### src/rtl/rxq_pkg.sv
package rxq_pkg;
  typedef struct packed {
    logic brk;
    logic fe;
    logic pe;
  } rxq_flags_t;
endpackage

### src/rtl/rxq_store.sv
module rxq_store
  import rxq_pkg::*;
#(
  parameter int DW    = 8,
  parameter int DEPTH = 16,
  parameter int AW    = $clog2(DEPTH)
) (
  input  logic          clk,
  input  logic          wr_en,
  input  logic [AW-1:0] wr_addr,
  input  logic [DW-1:0] wr_data,
  input  rxq_flags_t    wr_flags,
  input  logic [AW-1:0] rd_addr,
  output logic [DW-1:0] rd_data,
  output rxq_flags_t    rd_flags
);
  logic [DW-1:0] data_mem  [DEPTH];
  rxq_flags_t    flags_mem [DEPTH];

  // Storage carries no reset; occupancy is tracked by the controller.
  always_ff @(posedge clk) begin
    if (wr_en) begin
      data_mem[wr_addr]  <= wr_data;
      flags_mem[wr_addr] <= wr_flags;
    end
  end

  assign rd_data  = data_mem[rd_addr];
  assign rd_flags = flags_mem[rd_addr];
endmodule

### src/rtl/rxq_ctrl.sv
module rxq_ctrl
  import rxq_pkg::*;
#(
  parameter int DW    = 8,
  parameter int DEPTH = 16,
  parameter int AW    = $clog2(DEPTH),
  parameter int CW    = $clog2(DEPTH + 1)
) (
  input  logic          clk,
  input  logic          rst_n,
  input  logic          push_i,
  input  logic [DW-1:0] push_data_i,
  input  rxq_flags_t    push_flags_i,
  input  logic          pop_i,
  input  logic          rx_reset_i,
  input  logic          deep_i,
  output logic          wr_en_o,
  output logic [AW-1:0] wr_addr_o,
  output logic [DW-1:0] wr_data_o,
  output rxq_flags_t    wr_flags_o,
  output logic [AW-1:0] rd_addr_o,
  output logic          rdy_o,
  output logic          full_o,
  output logic          pop_ok_o,
  output logic          hold_vld_o
);
  localparam logic [CW-1:0] CAP_DEEP    = CW'(DEPTH);
  localparam logic [CW-1:0] CAP_SHALLOW = CW'(DEPTH / 2);

  logic [AW-1:0] wr_q, wr_n, rd_q, rd_n;
  logic [CW-1:0] cnt_q, cnt_n, cap;
  logic          hold_q, hold_n;
  logic          hold_ld;
  logic          from_hold;
  logic [DW-1:0] hold_data_q;
  rxq_flags_t    hold_flags_q;

  assign cap    = deep_i ? CAP_DEEP : CAP_SHALLOW;
  assign rdy_o  = (cnt_q != '0);
  assign full_o = (cnt_q >= cap);

  always_comb begin
    pop_ok_o  = pop_i && rdy_o;
    wr_en_o   = 1'b0;
    from_hold = 1'b0;
    hold_n    = hold_q;
    hold_ld   = 1'b0;
    if (hold_q) begin
      if (pop_ok_o) begin
        // The held character fills the slot freed by this pop.
        wr_en_o   = 1'b1;
        from_hold = 1'b1;
        hold_n    = push_i;
        hold_ld   = push_i;
      end else if (push_i) begin
        // The newer character takes the holding stage; the older one is lost.
        hold_ld = 1'b1;
      end
    end else if (push_i) begin
      if (!full_o || pop_ok_o) begin
        wr_en_o = 1'b1;
      end else begin
        hold_n  = 1'b1;
        hold_ld = 1'b1;
      end
    end
    if (rx_reset_i) begin
      pop_ok_o = 1'b0;
      wr_en_o  = 1'b0;
      hold_n   = 1'b0;
      hold_ld  = 1'b0;
    end
    wr_n  = rx_reset_i ? '0 : wr_q + AW'(wr_en_o);
    rd_n  = rx_reset_i ? '0 : rd_q + AW'(pop_ok_o);
    cnt_n = rx_reset_i ? '0 : cnt_q + CW'(wr_en_o) - CW'(pop_ok_o);
  end

  assign wr_addr_o  = wr_q;
  assign rd_addr_o  = rd_q;
  assign wr_data_o  = from_hold ? hold_data_q  : push_data_i;
  assign wr_flags_o = from_hold ? hold_flags_q : push_flags_i;
  assign hold_vld_o = hold_q;

  always_ff @(posedge clk or negedge rst_n) begin
    if (!rst_n) begin
      wr_q   <= '0;
      rd_q   <= '0;
      cnt_q  <= '0;
      hold_q <= 1'b0;
    end else begin
      wr_q   <= wr_n;
      rd_q   <= rd_n;
      cnt_q  <= cnt_n;
      hold_q <= hold_n;
    end
  end

  always_ff @(posedge clk) begin
    if (hold_ld) begin
      hold_data_q  <= push_data_i;
      hold_flags_q <= push_flags_i;
    end
  end
endmodule

### src/rtl/rxq_status.sv
module rxq_status
  import rxq_pkg::*;
(
  input  logic       clk,
  input  logic       rst_n,
  input  logic       rx_reset_i,
  input  logic       err_clr_i,
  input  logic       block_mode_i,
  input  logic       rts_en_i,
  input  logic       start_seen_i,
  input  logic       rdy_i,
  input  logic       full_i,
  input  logic       hold_vld_i,
  input  logic       pop_ok_i,
  input  rxq_flags_t top_flags_i,
  output rxq_flags_t flags_o,
  output logic       ovr_o,
  output logic       rts_n_o
);
  rxq_flags_t acc_q, acc_n, top_g;
  logic       ovr_q, ovr_n;
  logic       rts_q, rts_n;

  assign top_g = rdy_i ? top_flags_i : '0;

  always_comb begin
    acc_n = acc_q | top_g;
    if (rx_reset_i || err_clr_i) acc_n = '0;

    ovr_n = ovr_q;
    if (start_seen_i && hold_vld_i && !pop_ok_i) ovr_n = 1'b1;
    if (rx_reset_i || err_clr_i)                 ovr_n = 1'b0;

    rts_n = rts_q;
    if (rx_reset_i || !rts_en_i)       rts_n = 1'b0;
    else if (start_seen_i && full_i)   rts_n = 1'b1;
    else if (!full_i)                  rts_n = 1'b0;
  end

  always_ff @(posedge clk or negedge rst_n) begin
    if (!rst_n) begin
      acc_q <= '0;
      ovr_q <= 1'b0;
      rts_q <= 1'b0;
    end else begin
      acc_q <= acc_n;
      ovr_q <= ovr_n;
      rts_q <= rts_n;
    end
  end

  assign flags_o = block_mode_i ? (acc_q | top_g) : top_g;
  assign ovr_o   = ovr_q;
  assign rts_n_o = rts_q;
endmodule

### src/rtl/rx_char_queue.sv
module rx_char_queue
  import rxq_pkg::*;
#(
  parameter int DW    = 8,
  parameter int DEPTH = 16
) (
  input  logic          clk,
  input  logic          rst_n,
  input  logic          push_i,
  input  logic [DW-1:0] push_data_i,
  input  logic          push_pe_i,
  input  logic          push_fe_i,
  input  logic          push_brk_i,
  input  logic          start_seen_i,
  input  logic          pop_i,
  input  logic          err_clr_i,
  input  logic          rx_reset_i,
  input  logic          deep_i,
  input  logic          block_mode_i,
  input  logic          rts_en_i,
  output logic [DW-1:0] top_data_o,
  output logic          rdy_o,
  output logic          full_o,
  output logic          pe_o,
  output logic          fe_o,
  output logic          brk_o,
  output logic          ovr_o,
  output logic          rts_n_o
);
  localparam int AW = $clog2(DEPTH);
  localparam int CW = $clog2(DEPTH + 1);

  rxq_flags_t    push_flags, wr_flags, rd_flags, stat_flags;
  logic          wr_en, pop_ok, hold_vld;
  logic [AW-1:0] wr_addr, rd_addr;
  logic [DW-1:0] wr_data, rd_data;

  assign push_flags = '{brk: push_brk_i, fe: push_fe_i, pe: push_pe_i};

  rxq_ctrl #(.DW(DW), .DEPTH(DEPTH), .AW(AW), .CW(CW)) u_ctrl (
    .clk         (clk),
    .rst_n       (rst_n),
    .push_i      (push_i),
    .push_data_i (push_data_i),
    .push_flags_i(push_flags),
    .pop_i       (pop_i),
    .rx_reset_i  (rx_reset_i),
    .deep_i      (deep_i),
    .wr_en_o     (wr_en),
    .wr_addr_o   (wr_addr),
    .wr_data_o   (wr_data),
    .wr_flags_o  (wr_flags),
    .rd_addr_o   (rd_addr),
    .rdy_o       (rdy_o),
    .full_o      (full_o),
    .pop_ok_o    (pop_ok),
    .hold_vld_o  (hold_vld)
  );

  rxq_store #(.DW(DW), .DEPTH(DEPTH), .AW(AW)) u_store (
    .clk     (clk),
    .wr_en   (wr_en),
    .wr_addr (wr_addr),
    .wr_data (wr_data),
    .wr_flags(wr_flags),
    .rd_addr (rd_addr),
    .rd_data (rd_data),
    .rd_flags(rd_flags)
  );

  rxq_status u_status (
    .clk         (clk),
    .rst_n       (rst_n),
    .rx_reset_i  (rx_reset_i),
    .err_clr_i   (err_clr_i),
    .block_mode_i(block_mode_i),
    .rts_en_i    (rts_en_i),
    .start_seen_i(start_seen_i),
    .rdy_i       (rdy_o),
    .full_i      (full_o),
    .hold_vld_i  (hold_vld),
    .pop_ok_i    (pop_ok),
    .top_flags_i (rd_flags),
    .flags_o     (stat_flags),
    .ovr_o       (ovr_o),
    .rts_n_o     (rts_n_o)
  );

  assign top_data_o = rdy_o ? rd_data : '0;
  assign pe_o       = stat_flags.pe;
  assign fe_o       = stat_flags.fe;
  assign brk_o      = stat_flags.brk;
endmodule

### config.mk
export PLATFORM = sky130hd
export DESIGN_NAME = rx_char_queue
export DESIGN_NICKNAME = d
export VERILOG_FILES = /design/src/rtl/rxq_pkg.sv /design/src/rtl/rxq_store.sv /design/src/rtl/rxq_ctrl.sv /design/src/rtl/rxq_status.sv /design/src/rtl/rx_char_queue.sv
export SDC_FILE = /design/constraint.sdc
export NUM_CORES = 1
export LEC_CHECK = 0
export ABC_AREA = 0
export BUFFER_PORTS_ARGS = -buffer_cell sky130_fd_sc_hd__buf_2
export CORE_UTILIZATION = 45
export DETAILED_ROUTE_END_ITERATION = 8
export GPL_TIMING_DRIVEN = 0
export PLACE_DENSITY = 0.64
export SLEW_MARGIN = 20
export SYNTH_ARGS = -nofsm -noshare
export SYNTH_HDL_FRONTEND = slang
export SYNTH_SLANG_ARGS = --single-unit
export TNS_END_PERCENT = 10
### constraint.sdc
create_clock -name clk -period 9.4 [get_ports clk]
set_input_delay 0.94 -clock clk [delete_from_list [all_inputs] [get_ports clk]]
set_output_delay 0.94 -clock clk [all_outputs]
set_load 0.005 [all_outputs]
==> results of run 1 <==
==> worst paths after layout <==
kind                                          start             endpoint  slack [ns]
worst max-delay path            u_ctrl.rd_addr_o[1]        top_data_o[5]        5.76
worst min-delay path                          rst_n      u_ctrl.cnt_q[3]        0.39
worst max register to register      u_ctrl.cnt_q[3]      u_ctrl.cnt_q[4]        6.03
min in group clk                  u_status.acc_q[2]    u_status.acc_q[2]        0.49
max in group asynchronous                     rst_n  u_ctrl.rd_addr_o[0]        8.70
worst min register to register    u_status.acc_q[2]    u_status.acc_q[2]        0.49
==> worst reg2reg max path: cells and delay by family (launching register included) <==
kind | cells | cell delay, ns
compound gates | 4 | 0.63
fa+ha+maj | 4 | 1.06
buf+inv | 4 | 0.39
flops | 1 | 0.36
simple gates | 4 | 0.79
==> metal layers <==
metal  track usage, %  vias to the layer above  share of wire (%)
li1                 -                     1860                  -
met1             23.9                     2149                 46
met2             28.1                       96                 48
met4             4.56                        0                1.5
met5                0                        -                  0
met3             2.52                       23                4.4
==> area by class of cell <==
cell class / count / area, µm²
clock inverters: 10 / 52.6
multi-input cells: 198 / 2180
plain buffers: 23 / 146
clock buffers: 27 / 569
well taps: 229 / 287
fillers: 1433 / 8600
flip-flops and latches: 206 / 6090
repair buffers: 36 / 186
inverters: 9 / 33.8
==> synthesized netlist by cell type, drive strengths merged, types with 3 or more instances <==
| library cell | number | area, µm² |
|---|---|---|
| edfxtp | 187 | 5620 |
| nor2b | 11 | 68.8 |
| nand2 | 4 | 22.5 |
| xnor2 | 3 | 26.3 |
| inv | 9 | 33.8 |
| nor2 | 28 | 105 |
| buf | 16 | 120 |
| xor2 | 3 | 26.3 |
| nand3 | 15 | 80.1 |
| nor3 | 3 | 15.0 |
| a21o | 4 | 30.0 |
| clkbuf | 7 | 26.3 |
| o22ai | 11 | 68.8 |
| mux2i | 22 | 220 |
| ha | 12 | 150 |
| o21a | 3 | 22.5 |
| a21oi | 4 | 20.0 |
| nand2b | 3 | 18.8 |
| nand4 | 3 | 18.8 |
| dfrtp | 19 | 475 |
| mux4 | 44 | 991 |
| mux2 | 11 | 124 |
==> metrics by stage <==
step           util (%)  hold slack (ns)
6_report           52.6            0.386
3_3_place_gp       48.8            0.473
4_1_cts            52.5            0.391
2_1_floorplan         -            0.465
3_5_place_dp       49.1            0.482
5_1_grt            52.6            0.400
==> registers in the layout (all words and copies together), names as in the netlist <==
register,flops
u_ctrl.hold_flags_q,3
u_status.rts_n_o,1
u_store.flags_mem,48
u_ctrl.hold_vld_o,1
u_ctrl.wr_addr_o,4
u_ctrl.cnt_q,5
u_status.acc_q,3
u_ctrl.rd_addr_o,4
u_store.data_mem,128
u_status.ovr_o,1
u_ctrl.hold_data_q,8
==> cell families (layout without fill, tap and decap cells) <==
family | after synthesis | in the layout | synth area share [%]
buffers and inverters | 32 | 105 | 2.14
and+or+nand+nor | 74 | 74 | 4.63
muxes | 77 | 77 | 15.9
xor gates and xnor gates | 6 | 6 | 0.626
DFF | 206 | 206 | 72.5
AOI/OAI and AO/OA | 28 | 28 | 2.19
adders and majority gates | 13 | 13 | 2.03
==> power breakdown <==
group	total (µW)	internal [µW]	switching [µW]
logic	465	212	253
clock network	753	427	326
registers	1070	1050	19.1
total	2290	1690	598
==> impl_metrics.toml, run 1 <==
[status]
status = "finished, violations left"
violations = "DRC"

[worst_setup_path]
critical_path.top_delay_family = "buffers and inverters"
critPathMaxStageDelay_ns = 0.61
cp.arrival_ns = 2.70
crit_cells = 6
critical_path.startpoint_type = "register"
path_class = "register to output pin"
endpoint_kind = "output pin"
crit_fanout = 10
path_buf_inv = 3
r2r_cells = 16
slowest_stage = "clkbuf_1"
crit_path_cell_trace = "buf_2 -> clkbuf_1 -> mux4_2 -> mux2i_1 -> o22ai_1 -> buf_2"
cp.required_ns = 8.46
crit_top_cell = "buf_2"

[clock_tree]
clock_sinks = 206
cts_tree = "done"
cts-resized-gates = 0
htree_levels = 1
cts_buffers = 22
cts_buffer_depth = 3
cts_root_buf = "clkbuf_16"
clkTransAtPathRegs_ns = 0.06
cts_setup_buffers = 0
cts-hold-fix-buffers = 0
worstSkewPairLatency_ns = 0.51

[global_route]
grt_max_degree = 20
overflow = 0
grt_antenna_before_repair = 0
grt_pass1_vias = 4282
grt_pass1_wl_um = 24700
grtUsageTotal_pct = 17.0

[timing]
setup_viol = 0
fin_ws_ns = 5.76
finalCritPeriodShare_pct = 38.7
skew_ns = 0.0173
period_minus_slack_ns = 3.64
worst_slew_pin_slew_ns = 1.07
relSlewSlack_pct = 28.1
fin_setup_tns_ns = 0
rsz0062_at_grt = "no"
drv_slew = 0
max_freq_mhz = 275
hold_viol_final = 0

[logic_synthesis]
ys.flop_type = "edfxtp_1"
async_flop_share_pct = 9.22
ys_seq_elements = 206
synth_edf_count = 187
synth_nets = 470
synthCells = 436
syn-cell-area_um2 = 8400
synth.avg_cell_area_um2 = 19.3
synth_cell_types = 40
synth-seq-area-share_pct = 72.5
yosys_warnings = 0

[place]
dp_cells = 701
numPortBuffers = 35
place_area_um2 = 8910
dpl_worst_slack_ns = 5.44
dp_hpwl_um = 10300
gp_congestion = 0.740

[floorplan]
core_area_um2 = 18100
die_w_um = 139
die_h_um = 139
die_area_um2 = 19200
fp-row-count = 49
ioPinCount = 36
initial_core_util_pct = 46.3

[cells_and_area]
fin_cells = 738
num_antenna_cells = 0
areaGrowthSynthToFinish_pct = 13.6
nNetsFinal = 530
mostFrequentLayoutCell = "edfxtp_1"
layout-drive-gt1-share_pct = 27.9
post-route-cell-area_um2 = 9550
layout_common_cells = "187 x edfxtp_1, 44 x mux4_2, 41 x buf_2"

[pwr]
fin_total_pwr_uw = 2290
p_leak_uw = 0.00316
peakVddDrop_mv = 0.118
power_density_nw_per_um2 = 240

[drt]
first_iter_violations = 278
ant_nets = 0
wl_um = 15900
routedWlPerCell_um = 21.5
drtPass1Iterations = 7
via_count = 4128
viasPerCell = 5.59
drc = 2

[job]
cap_viol_max_count = 0

[min_path]
hold_path.class = "input port to async pin"
No activity file was read; power rests on OpenSTA's default activity.
==> inputs of run 2 (changes only) <==
==> constraint.sdc (replaced) <==
create_clock -name clk -period 3.4 [get_ports clk]
set_input_delay 0.34 -clock clk [delete_from_list [all_inputs] [get_ports clk]]
set_output_delay 0.34 -clock clk [all_outputs]
set_load 0.005 [all_outputs]
==> run 2 against run 1 <==
Compared with the run above: the run still ends with DRC left; first-iteration DRC count grew 4.7%; die area is the same; final area grew 0.49%; clock skew shrank 0.0024 ns; worst setup slack lost 5.6 ns; register-to-register slack lost 5.8 ns; via count shrank 0.53%; non-clock buffer count grew 3; sequential share of layout area shrank 0.31 points; total power grew to 2.8 times the previous value; clock-buffer cell count is the same; critical path type is now register to register; largest cell class unchanged; largest power group unchanged.
==> impl_metrics.toml, run 2 (synthesized netlist as in run 1, its figures left out) <==
[status]
status = "finished, violations left"
violations = "DRC"

[pwr]
clkPwrFrac_pct = 32.6
peakVddDrop_mv = 0.326
power_density_nw_per_um2 = 666
p_leak_uw = 0.00318
netSwitchingPower_uw = 1670
fin_total_pwr_uw = 6390
p_int_uw = 4720
power_frac_seq_pct = 46.4
switching_share_pct = 26.1
share_comb_of_total_power_pct = 21.0

[job]
cap_viol_max_count = 0

[worst_setup_path]
slowest_stage = "or4b_1"
r2r_cells = 16
path_class = "register to register"
cp.required_ns = 3.76
r2r-start = "u_ctrl.cnt_q[3]"
crit_cells = 16
crit_path_cell_trace = "inv_1 -> ha_1 -> or4b_1 -> a21boi_2 -> o31a_1 -> buf_6 -> nand2b_1 -> ha_1 -> inv_1 -> ha_1 -> inv_1 -> fa_1 -> nor2b_2 -> o21bai_1 -> a21oi_2 -> nor3b_2"
endpoint_kind = "register"
critical_path.top_delay_family = "adder cells"
crit_fanout = 3
critical_path.startpoint_type = "register"
path_buf_inv = 4
rr_endpoint = "u_ctrl.cnt_q[4]"
cp.arrival_ns = 3.56
critPathMaxStageDelay_ns = 0.45
r2r_slack_ns = 0.20

[timing]
worst_slew_pin_slew_ns = 1.06
skew_ns = 0.0149
holdWs_ns = 0.0202
max_freq_mhz = 313
setup_viol = 0
period_minus_slack_ns = 3.20
hold_viol_final = 0
finalCritPeriodShare_pct = 94.1
relSlewSlack_pct = 29.4
fin_ws_ns = 0.202
drv_slew = 0

[cells_and_area]
layout_common_cells = "187 x edfxtp_1, 44 x mux4_2, 40 x buf_2"
reg.largest.list = "u_store.data_mem: 128 flops, u_store.flags_mem: 48 flops, u_ctrl.hold_data_q: 8 flops"
areaGrowthSynthToFinish_pct = 14.2
layout-drive-gt1-share_pct = 28.9
num_antenna_cells = 0
largest_reg_flops = 128
post-route-cell-area_um2 = 9590
nNetsFinal = 533
regMostFlops = "u_store.data_mem"
fin_cells = 741
mostFrequentLayoutCell = "edfxtp_1"

[global_route]
grt_pass1_wl_um = 24700
grtUsageTotal_pct = 17.0
grt_antenna_before_repair = 0
grt_max_degree = 20
grtUsageMet3_pct = 2.52
grt_pass1_vias = 4284
grt_util_met2_pct = 28.1
met1_usage_pct = 23.9
grt.busiest_layer = "met2"
overflow = 0

[drt]
viasPerCell = 5.54
drtPass1Iterations = 6
first_iter_violations = 291
via_count = 4106
ant_nets = 0
routedWlPerCell_um = 21.3
wl_um = 15800
drc = 2

[floorplan]
core_area_um2 = 18100
fp-row-count = 49
ioPinCount = 36
initial_core_util_pct = 46.3
die_area_um2 = 19200
die_h_um = 139
die_w_um = 139

[clock_tree]
cts_tree = "done"
cts_buffers = 22
clock_sinks = 206
clkTransAtPathRegs_ns = 0.06
cts_buffer_depth = 3
htree_levels = 1
cts_root_buf = "clkbuf_16"
worstSkewPairLatency_ns = 0.50

[place]
dpl_worst_slack_ns = 0.0369
dp_hpwl_um = 10300
place_area_um2 = 8910
numPortBuffers = 35
gp_congestion = 0.740
dp_cells = 701

[min_path]
hold_start = "err_clr_i"
min_to = "u_status.ovr_o"
holdPathStages = 2
hold_path.class = "input port to register"
[run 2: cell types whose count changed in the layout (fill, tap and decap cells not counted), sizes merged]
cell | previous run | this run
buf | 52 | 54
dlygate4sd3 | 0 | 1
[run 2: how the worst max path moves through the flow]
| stage | to | startpoint | slack, ns |
|---|---|---|---|
| final | u_ctrl.cnt_q[4] | u_ctrl.cnt_q[3] | 0.20 |
| after global routing | u_ctrl.cnt_q[4] | u_ctrl.cnt_q[3] | -0.01 |
| after CTS | u_ctrl.cnt_q[4] | u_ctrl.cnt_q[3] | 0.04 |
| after detailed placement | u_ctrl.cnt_q[4] | deep_i | 0.04 |
| after global placement | u_store.data_mem[13][2] | deep_i | -0.59 |
| after floorplan | u_ctrl.cnt_q[4] | u_ctrl.cnt_q[3] | 0.36 |
[run 2: per-layer routing]
layer,vias to the layer above,routed length (µm)
met1,2129,7210
met3,19,749
met5,-,0
li1,1867,-
met4,0,213
met2,91,7620
[run 2: layout make-up]
type | count | area [µm²]
Fill cell | 1425 | 8560
Buffer | 23 | 153
Sequential cell | 206 | 6090
Multi-Input combinational cell | 198 | 2190
Clock buffer | 27 | 569
Timing Repair Buffer | 39 | 211
Inverter | 9 | 33.8
Tap cell | 229 | 287
Clock inverter | 10 | 52.6
[run 2: per-stage QoR]
step	util (%)	setup TNS, ns
6_report	52.9	0
5_1_grt	52.9	-0.0131
4_1_cts	52.6	0
3_5_place_dp	49.1	0
3_3_place_gp	48.8	-6.44
2_1_floorplan	-	0
[run 2: power by group through the flow]
stage | registers [µW] | logic [µW] | clock network, µW
after CTS | 2970 | 1290 | 2120
after detailed placement | 3020 | 1280 | 0
after global placement | 3020 | 1230 | 0
after floorplan | 3000 | 900 | 0
final | 2970 | 1340 | 2080
after global routing | 2980 | 1470 | 2220
[run 2: repair_timing]
action / in CTS / in global routing
hold endpoints to repair: 19 / 0
hold buffers: 1 / 0
resized for setup: 0 / 7
setup buffers: 0 / 2
setup endpoints to repair: 0 / 1
